==> config.mk <==
export PLATFORM = sky130hd
export DESIGN_NAME = fact_engine
export DESIGN_NICKNAME = d
export VERILOG_FILES = /design/src/rtl/fact_pkg.sv /design/src/rtl/fact_prog_table.sv /design/src/rtl/fact_datapath.sv /design/src/rtl/fact_sequencer.sv /design/src/rtl/fact_engine.sv
export SDC_FILE = /design/constraint.sdc
export NUM_CORES = 2
export LEC_CHECK = 0
export BUFFER_PORTS_ARGS = -buffer_cell sky130_fd_sc_hd__buf_2
export CELL_PAD_IN_SITES_DETAIL_PLACEMENT = 2
export CELL_PAD_IN_SITES_GLOBAL_PLACEMENT = 2
export CORE_MARGIN = 2
export CORE_UTILIZATION = 42
export DETAILED_ROUTE_END_ITERATION = 12
export GPL_TIMING_DRIVEN = 0
export PLACE_DENSITY = 0.81
export SETUP_SLACK_MARGIN = 0.05
export SLEW_MARGIN = 20
export SYNTH_ARGS = -nofsm -noshare
export SYNTH_HDL_FRONTEND = slang
export SYNTH_SLANG_ARGS = --single-unit
export TNS_END_PERCENT = 50
==> constraint.sdc <==
create_clock -name clk -period 7.5 [get_ports clk]
set_input_delay 1.125 -clock clk [delete_from_list [all_inputs] [get_ports clk]]
set_output_delay 1.125 -clock clk [all_outputs]
set_load 0.05 [all_outputs]
==> src/rtl/fact_pkg.sv <==
package fact_pkg;

  // Low six bits of every program row hold the per-step control flags;
  // the next and branch row fields sit above them.
  localparam int CTL_FLAG_BITS = 6;

  typedef enum logic [1:0] {
    ACC_ONE  = 2'd0,
    ACC_N    = 2'd1,
    ACC_PROD = 2'd2,
    ACC_DEC  = 2'd3
  } acc_src_e;

  typedef enum logic {
    CNT_N   = 1'b0,
    CNT_DEC = 1'b1
  } cnt_src_e;

  typedef struct packed {
    logic     halt;
    logic     acc_load;
    acc_src_e acc_src;
    logic     cnt_load;
    cnt_src_e cnt_src;
  } ctl_flags_t;

  // Reset content of a row: halt, no loads.
  localparam logic [CTL_FLAG_BITS-1:0] HALT_FLAGS = 6'b10_0000;

endpackage

==> src/rtl/fact_prog_table.sv <==
module fact_prog_table
  import fact_pkg::*;
#(
  parameter int DEPTH = 8,
  parameter int AW    = 3,
  parameter int CW    = 12
) (
  input  logic          clk,
  input  logic          rst_n,
  input  logic          wr_en,
  input  logic [AW-1:0] wr_addr,
  input  logic [CW-1:0] wr_data,
  input  logic [AW-1:0] rd_addr,
  output logic [CW-1:0] rd_data
);

  localparam logic [CW-1:0] RESET_ROW = CW'(HALT_FLAGS);

  logic [CW-1:0] rows [DEPTH];

  for (genvar g = 0; g < DEPTH; g++) begin : g_row
    logic hit;
    assign hit = wr_en && (wr_addr == AW'(g));
    always_ff @(posedge clk or negedge rst_n) begin
      if (!rst_n)   rows[g] <= RESET_ROW;
      else if (hit) rows[g] <= wr_data;
    end
  end

  always_comb begin
    rd_data = RESET_ROW;
    for (int i = 0; i < DEPTH; i++) begin
      if (rd_addr == AW'(i)) rd_data = rows[i];
    end
  end

endmodule

==> src/rtl/fact_datapath.sv <==
module fact_datapath
  import fact_pkg::*;
#(
  parameter int WIDTH = 32
) (
  input  logic             clk,
  input  logic             rst_n,
  input  logic [WIDTH-1:0] n_in,
  input  logic             acc_load,
  input  acc_src_e         acc_src,
  input  logic             cnt_load,
  input  cnt_src_e         cnt_src,
  output logic [WIDTH-1:0] acc_q,
  output logic [WIDTH-1:0] cnt_q,
  output logic             cnt_zero
);

  function automatic logic [WIDTH-1:0] mul_wrap(input logic [WIDTH-1:0] a,
                                                input logic [WIDTH-1:0] b);
    logic [2*WIDTH-1:0] full;
    full = a * b;
    return full[WIDTH-1:0];
  endfunction

  function automatic logic [WIDTH-1:0] dec_wrap(input logic [WIDTH-1:0] a);
    return a - WIDTH'(1);
  endfunction

  logic [WIDTH-1:0] prod_w, dec_w, acc_d, cnt_d;

  assign prod_w   = mul_wrap(acc_q, cnt_q);
  assign dec_w    = dec_wrap(cnt_q);
  assign cnt_zero = (cnt_q == '0);

  always_comb begin
    case (acc_src)
      ACC_ONE:  acc_d = WIDTH'(1);
      ACC_N:    acc_d = n_in;
      ACC_PROD: acc_d = prod_w;
      ACC_DEC:  acc_d = dec_w;
      default:  acc_d = acc_q;
    endcase
  end

  always_comb begin
    case (cnt_src)
      CNT_N:   cnt_d = n_in;
      CNT_DEC: cnt_d = dec_w;
      default: cnt_d = cnt_q;
    endcase
  end

  always_ff @(posedge clk or negedge rst_n) begin
    if (!rst_n) begin
      acc_q <= '0;
      cnt_q <= '0;
    end else begin
      if (acc_load) acc_q <= acc_d;
      if (cnt_load) cnt_q <= cnt_d;
    end
  end

endmodule

==> src/rtl/fact_sequencer.sv <==
module fact_sequencer
  import fact_pkg::*;
#(
  parameter int AW = 3,
  parameter int CW = 12
) (
  input  logic          clk,
  input  logic          rst_n,
  input  logic          start,
  input  logic          cnt_zero,
  input  logic [CW-1:0] row,
  output logic [AW-1:0] pc,
  output logic [AW-1:0] next_row,
  output logic [AW-1:0] branch_row,
  output logic          running,
  output logic          stepping,
  output logic          halt_row,
  output logic          acc_load,
  output acc_src_e      acc_src,
  output logic          cnt_load,
  output cnt_src_e      cnt_src,
  output logic          done
);

  ctl_flags_t flags;

  assign flags      = ctl_flags_t'(row[CTL_FLAG_BITS-1:0]);
  assign next_row   = row[CTL_FLAG_BITS +: AW];
  assign branch_row = row[CTL_FLAG_BITS+AW +: AW];

  assign halt_row = running && flags.halt;
  assign stepping = running && !flags.halt;
  assign acc_load = stepping && flags.acc_load;
  assign cnt_load = stepping && flags.cnt_load;
  assign acc_src  = flags.acc_src;
  assign cnt_src  = flags.cnt_src;

  always_ff @(posedge clk or negedge rst_n) begin
    if (!rst_n) begin
      running <= 1'b0;
      pc      <= '0;
      done    <= 1'b0;
    end else begin
      done <= 1'b0;
      if (!running) begin
        if (start) begin
          running <= 1'b1;
          pc      <= '0;
        end
      end else if (flags.halt) begin
        running <= 1'b0;
        done    <= 1'b1;
      end else begin
        pc <= cnt_zero ? branch_row : next_row;
      end
    end
  end

endmodule

==> src/rtl/fact_engine.sv <==
module fact_engine
  import fact_pkg::*;
#(
  parameter int WIDTH = 32,
  parameter int DEPTH = 8,
  localparam int AW = (DEPTH > 1) ? $clog2(DEPTH) : 1,
  localparam int CW = CTL_FLAG_BITS + 2 * AW
) (
  input  logic             clk,
  input  logic             rst_n,
  input  logic             start,
  input  logic [WIDTH-1:0] n_in,
  input  logic             prog_we,
  input  logic [AW-1:0]    prog_addr,
  input  logic [CW-1:0]    prog_wdata,
  output logic [WIDTH-1:0] result,
  output logic             done
);

  logic [CW-1:0]    row_w;
  logic [AW-1:0]    pc_w, next_w, branch_w;
  logic             running_w, stepping_w, halt_w;
  logic             acc_load_w, cnt_load_w, cnt_zero_w;
  acc_src_e         acc_src_w;
  cnt_src_e         cnt_src_w;
  logic [WIDTH-1:0] cnt_w;

  fact_prog_table #(.DEPTH(DEPTH), .AW(AW), .CW(CW)) u_table (
    .clk     (clk),
    .rst_n   (rst_n),
    .wr_en   (prog_we),
    .wr_addr (prog_addr),
    .wr_data (prog_wdata),
    .rd_addr (pc_w),
    .rd_data (row_w)
  );

  fact_sequencer #(.AW(AW), .CW(CW)) u_seq (
    .clk        (clk),
    .rst_n      (rst_n),
    .start      (start),
    .cnt_zero   (cnt_zero_w),
    .row        (row_w),
    .pc         (pc_w),
    .next_row   (next_w),
    .branch_row (branch_w),
    .running    (running_w),
    .stepping   (stepping_w),
    .halt_row   (halt_w),
    .acc_load   (acc_load_w),
    .acc_src    (acc_src_w),
    .cnt_load   (cnt_load_w),
    .cnt_src    (cnt_src_w),
    .done       (done)
  );

  fact_datapath #(.WIDTH(WIDTH)) u_dp (
    .clk      (clk),
    .rst_n    (rst_n),
    .n_in     (n_in),
    .acc_load (acc_load_w),
    .acc_src  (acc_src_w),
    .cnt_load (cnt_load_w),
    .cnt_src  (cnt_src_w),
    .acc_q    (result),
    .cnt_q    (cnt_w),
    .cnt_zero (cnt_zero_w)
  );

endmodule

Word level (Yosys, flattened, before mapping)
Index checks and enable logic that the tools add are counted.
{"block": "totals", "register_bits": 165, "input_bits": 51, "out_inout_bits": 33, "elab_cells": 71}
{"block": "op_classes", "addsub": 1, "multipliers": 1, "eq_ne": 18, "muxes": 19, "n_bitwise": 1, "reduce_logical": 18}
{"operator": "32-bit one-hot mux with 4 select lines", "n": 1}
{"operator": "12-bit 2-to-1 mux", "n": 8}
{"operator": "32-bit one-hot mux with 2 select lines", "n": 1}
{"operator": "32-bit logical NOT", "n": 1}
{"operator": "32-bit by 32-bit multiplier with 32-bit output", "n": 1}
{"operator": "32-bit by 1-bit subtractor with 32-bit output (second input constant)", "n": 1}
{"operator": "3-bit == test (second input constant)", "n": 8}
{"operator": "3-bit by 2-bit == test with 1-bit output (second input constant)", "n": 4}
{"operator": "3-bit 2-to-1 mux", "n": 4}
{"operator": "1-bit logical AND", "n": 11}
{"operator": "3-bit by 1-bit == test with 1-bit output (second input constant)", "n": 2}
{"operator": "3-bit logical NOT", "n": 2}
{"operator": "1-bit 2-to-1 mux", "n": 5}
{"operator": "2-bit == test (second input constant)", "n": 2}
{"operator": "2-bit by 1-bit == test with 1-bit output (second input constant)", "n": 1}
{"operator": "2-bit logical NOT", "n": 1}
{"operator": "2-bit != test (second input constant)", "n": 1}
{"operator": "2-bit AND reduction", "n": 1}
{"operator": "2-bit nonzero test", "n": 1}
{"operator": "1-bit logical NOT", "n": 1}
{"operator": "1-bit inverter", "n": 1}

Longest topological paths before layout
{"block": "depth", "ltp_word": 12, "depth_mapped": 28, "mapped_depth_nobuf": 25}

Hierarchy
A second synthesis with hierarchy kept.
{"block": "hier_totals", "hier_cells": 2575, "area_unflattened_um2": 24609.9}
{"module": "fact_datapath", "instances": 1, "cells_each": 2280, "area_per_inst_um2": 19824.0, "seq_area_each_um2": 1601.5}
{"module": "fact_prog_table", "instances": 1, "cells_each": 267, "area_per_inst_um2": 4480.5, "seq_area_each_um2": 2412.3}
{"module": "fact_sequencer", "instances": 1, "cells_each": 28, "area_per_inst_um2": 305.3, "seq_area_each_um2": 125.1}

Worst setup path before layout
OpenSTA, ideal clock, no wires.
{"block": "synth_timing", "kind": "register to register", "startpoint": "register u_dp.acc_q[14]", "endpoint": "register u_dp.acc_q[31]", "setup_ns": 0.082, "arrival_ns": 7.042, "required_time_ns": 7.418, "setup_slack_ns": 0.376, "path_stages_with_launch": 24, "path_buffers": 2, "synth_period_minus_slack_ns": 7.124, "cell_sequence": "dfrtp_1 clkbuf_1 clkbuf_1 and2_1 fa_1 fa_1 fa_1 inv_1 fa_1 inv_1 fa_1 fa_1 fa_1 fa_1 ha_1 a21o_1 a21o_1 a221oi_1 nor2_1 a311oi_1 o21a_1 nor3_1 nand3b_1 a31oi_1"}
{"block": "synth_via", "elab_chain_len": 2}
{"element": "start: declaration", "line": "fact_datapath.sv:13", "source": "output logic [WIDTH-1:0] acc_q,"}
{"element": "start signal: assignment", "line": "fact_datapath.sv:55", "source": "acc_q <= '0;"}
{"element": "start signal: assignment", "line": "fact_datapath.sv:58", "source": "if (acc_load) acc_q <= acc_d;"}
{"element": "32-bit by 32-bit multiplier with 32-bit output", "line": "fact_datapath.sv:21", "source": "full = a * b;"}
{"element": "32-bit one-hot mux with 4 select lines", "line": "fact_datapath.sv:36", "source": "case (acc_src)"}
Every way passes these cells.
A chain may end at the register's enable or synchronous reset.

Worst setup path after layout
{"block": "layout_timing", "startpoint": "register u_dp.acc_q[10]", "endpoint": "register u_dp.acc_q[25]"}
Same word-level chain as after synthesis.

==> flow_summary.toml <==
[critical_path]
ff2ff_setup_slack_ns = -0.27
cp_common_cell = "fa_1"
crit_chain = "clkbuf_4 -> and2_1 -> fa_1 -> inv_1 -> fa_1 -> fa_1 -> fa_1 -> inv_1 -> ha_1 -> ha_1 -> fa_1 -> fa_1 -> ha_1 -> and4_1 -> a221oi_1 -> o21ai_0 -> a21o_2 -> a31oi_4 -> o21ai_1 -> a31oi_2 -> xor2_2 -> o21ai_1"
crit_path_start_kind = "flip-flop"
critPathRequiredTime_ns = 7.82
arrival_ns = 8.09
slowest_stage = "fa_1"
path_delay_family = "adder cells"
crit_fanout = 10
crit_type = "reg -> reg"
max_stage_delay_ns = 0.57
cp_num_buf_inv = 3
endpoint_kind = "flip-flop"

[logic_synthesis]
ys_async_sr_fraction = 1.00
synth_area_um2 = 24300
synth_area_per_cell_um2 = 9.53
synth_seq_cells = 165
synth_fp_nets = 3135
synth_edf_count = 0
synthXorXnorAreaFrac = 0.0395
synth.area.mux_share = 0.0703
synth_fa_ha_area_frac = 0.400
ys_types = 66
synth_top_family_by_area = "adder cells"
synthSimpleGateAreaFrac = 0.167
synth_top_flop_cell = "dfrtp_1"
ys.warnings.count = 0
synth_compound_area_frac = 0.0671
synthesis.instances = 2552
ys_seq_area_frac = 0.170

[cts]
htreeDepth = 4
clk_latency_ns = 0.46
cts-root-buf = "clkbuf_16"
holdBufCountCts = 0
cts_tree = "built"
cts_made_buffers = 17
clk_pin_slew_ns = 0.08
clockBufferDepth = 2
clock-sinks = 165

[sta]
setup_tns_ns = -0.677
fmax_ghz = 0.129
finalCritPeriodShare = 1.04
skew_ns = 0.0159
min_period_ns = 7.77
setup_viol = 8
relSlewSlack = 0.118
slew_violations = 0
rsz0062_at_grt = "yes"
layout_setup_ws_ns = -0.267
finalHoldViolations = 0
worst_pin_slew_ns = 1.32

[placement]
port_buffers = 83
dpl.hpwl_um = 85900
place_congestion = 0.942

[cells_and_area]
final_util = 0.485
nets = 3293
drive_above_1_share = 0.189
multiInputGateArea_um2 = 18400
area_delta_synth_final_pct = 14.7
fill_cells = 6019
regArea_um2 = 4180

[floorplan]
die_x_um = 245
dieArea_um2 = 59800
die_h_um = 245
ioPinCount = 84
start_util = 0.423
coreArea_um2 = 57500
rows = 88

[detailed_routing]
drcViolationCount = 0
routed_via_density = 5.93
drt_first_pass_iters = 5
drtIter0Drc = 1429
totalWireLength_um = 118000
via_count = 20716
drtAntennaViolNets = 0
avgRoutedWirePerCell_um = 33.8

[grt]
grt_pass1_wl_um = 163000
track_usage = 0.381
antenna_found_initial = 12
overflow = 0
grt_max_degree = 82
grt_pass1_vias = 23972

[outcome]
status = "finished with violations"
violations = "setup timing"

[flow_run]
drv_cap = 0

[worst_hold_path]
hold_path.class = "in -> async"
[cell families (layout without fill, tap and decap cells)]
| logic type | count (synthesis) | in the layout |
|---|---|---|
| AOI/OAI and AO/OA | 277 | 277 |
| xor gates and xnor gates | 108 | 108 |
| adders and majority gates | 532 | 532 |
| buffers and inverters | 554 | 725 |
| DFF | 165 | 165 |
| muxes | 132 | 132 |
| other | 0 | 6 |
| and+or+nand+nor | 784 | 784 |
[cell type report]
type | count | share of cell area
Inverter | 385 | 0.0518
Timing Repair Buffer | 149 | 0.0359
Buffer | 159 | 0.0450
Clock buffer | 17 | 0.0153
Clock inverter | 15 | 0.00646
Sequential cell | 165 | 0.150
Multi-Input combinational cell | 1833 | 0.661
Tap cell | 765 | 0.0343
Antenna cell | 6 | 0.000539
[flip-flops by register name, indices dropped and copies added, names as in the netlist]
signal / cells
u_dp.cnt_q: 32
u_seq.pc: 3
u_table.rows: 96
u_seq.running: 1
u_seq.done: 1
u_dp.acc_q: 32
[per-layer routing]
metal / part of all wire / GRT usage / up-vias
met5: 0.00021 / 0 / -
met4: 0.092 / 0.265 / 6
met3: 0.073 / 0.0627 / 444
met2: 0.48 / 0.637 / 1018
met1: 0.36 / 0.449 / 10979
li1: - / - / 8269
[path summary, 6_finish.rpt]
| check | startpoint | to | cells past startpoint |
|---|---|---|---|
| min reg2reg | u_table.rows[59] | u_table.rows[59] | 1 |
| min | rst_n | u_table.rows[43] | 1 |
| max in group asynchronous | rst_n | u_table.rows[77] | 3 |
| max reg2reg | u_dp.acc_q[10] | u_dp.acc_q[25] | 22 |
| min in group clk | u_table.rows[59] | u_table.rows[59] | 1 |
| max | u_dp.acc_q[10] | u_dp.acc_q[25] | 22 |
[cell usage after synthesis, types with 2 or more instances]
cell type	count	area share
xor2_1	32	0.012
and3_1	2	0.00051
nor4_2	2	0.0010
nand4_1	6	0.0015
buf_2	9	0.0019
a31oi_1	12	0.0031
nand4b_1	4	0.0014
a22oi_1	4	0.0012
a2111oi_0	4	0.0014
mux2_2	99	0.046
nor4_1	6	0.0015
o21ai_0	92	0.019
dfstp_2	8	0.0086
a211o_1	3	0.0011
inv_1	385	0.059
nor2b_1	8	0.0021
a21o_1	14	0.0043
nor3b_1	11	0.0034
o22ai_1	2	0.00051
xnor2_1	75	0.027
o211ai_1	2	0.00062
o21a_1	8	0.0025
mux2i_1	12	0.0049
fa_1	408	0.34
o31ai_1	5	0.0015
nor3_1	32	0.0066
a221oi_1	6	0.0022
mux4_2	21	0.019
or3_4	2	0.00093
clkbuf_1	145	0.022
nand3_1	11	0.0023
and2_1	311	0.080
ha_1	124	0.064
nor4_4	2	0.0017
nand2_1	283	0.044
a311oi_1	3	0.0011
a211oi_1	14	0.0043
a22o_1	3	0.0011
nor2_1	80	0.012
a21oi_1	97	0.020
dfrtp_1	157	0.16
buf_1	14	0.0022
or3_1	6	0.0015
nand2b_1	6	0.0015
[metrics by stage]
| stage | std cells | setup WS (ns) | instance area [µm²] | hold slack, ns |
|---|---|---|---|---|
| floorplan | 2552 | 0.376 | 24300 | 0.474 |
| global placement | 3400 | -1.67 | 25700 | 0.482 |
| detailed placement | 3402 | -1.79 | 25800 | 0.494 |
| CTS | 3442 | 0.0204 | 27100 | 0.444 |
| global route | 3489 | -0.307 | 27900 | 0.459 |
| finish | 3494 | -0.267 | 27900 | 0.458 |
[timing repair]
action / 4_1_cts / 5_1_grt
setup endpoints to repair: 19 / 12
cloned: 0 / 2
pin swaps: 17 / 51
buffers inserted: 17 / 45
gates resized for setup: 234 / 146
[cell usage in the layout (no fill, tap or decap), types with 15 or more instances in the layout]
cell type / count
fa_1: 395
inv_1: 380
and2_1: 303
nand2_1: 283
dfrtp_1: 130
ha_1: 115
mux2_2: 99
a21oi_1: 95
buf_2: 92
o21ai_0: 84
nor2_1: 75
xnor2_1: 71
buf_4: 70
clkbuf_1: 47
nor3_1: 30
xor2_1: 28
dfrtp_2: 24
clkbuf_16: 23
clkbuf_4: 22
mux4_2: 21
clkbuf_2: 15
Power is left out: the tool's default activity adds up to more than one toggle a clock period on the data nets, which glitch-free logic cannot reach.
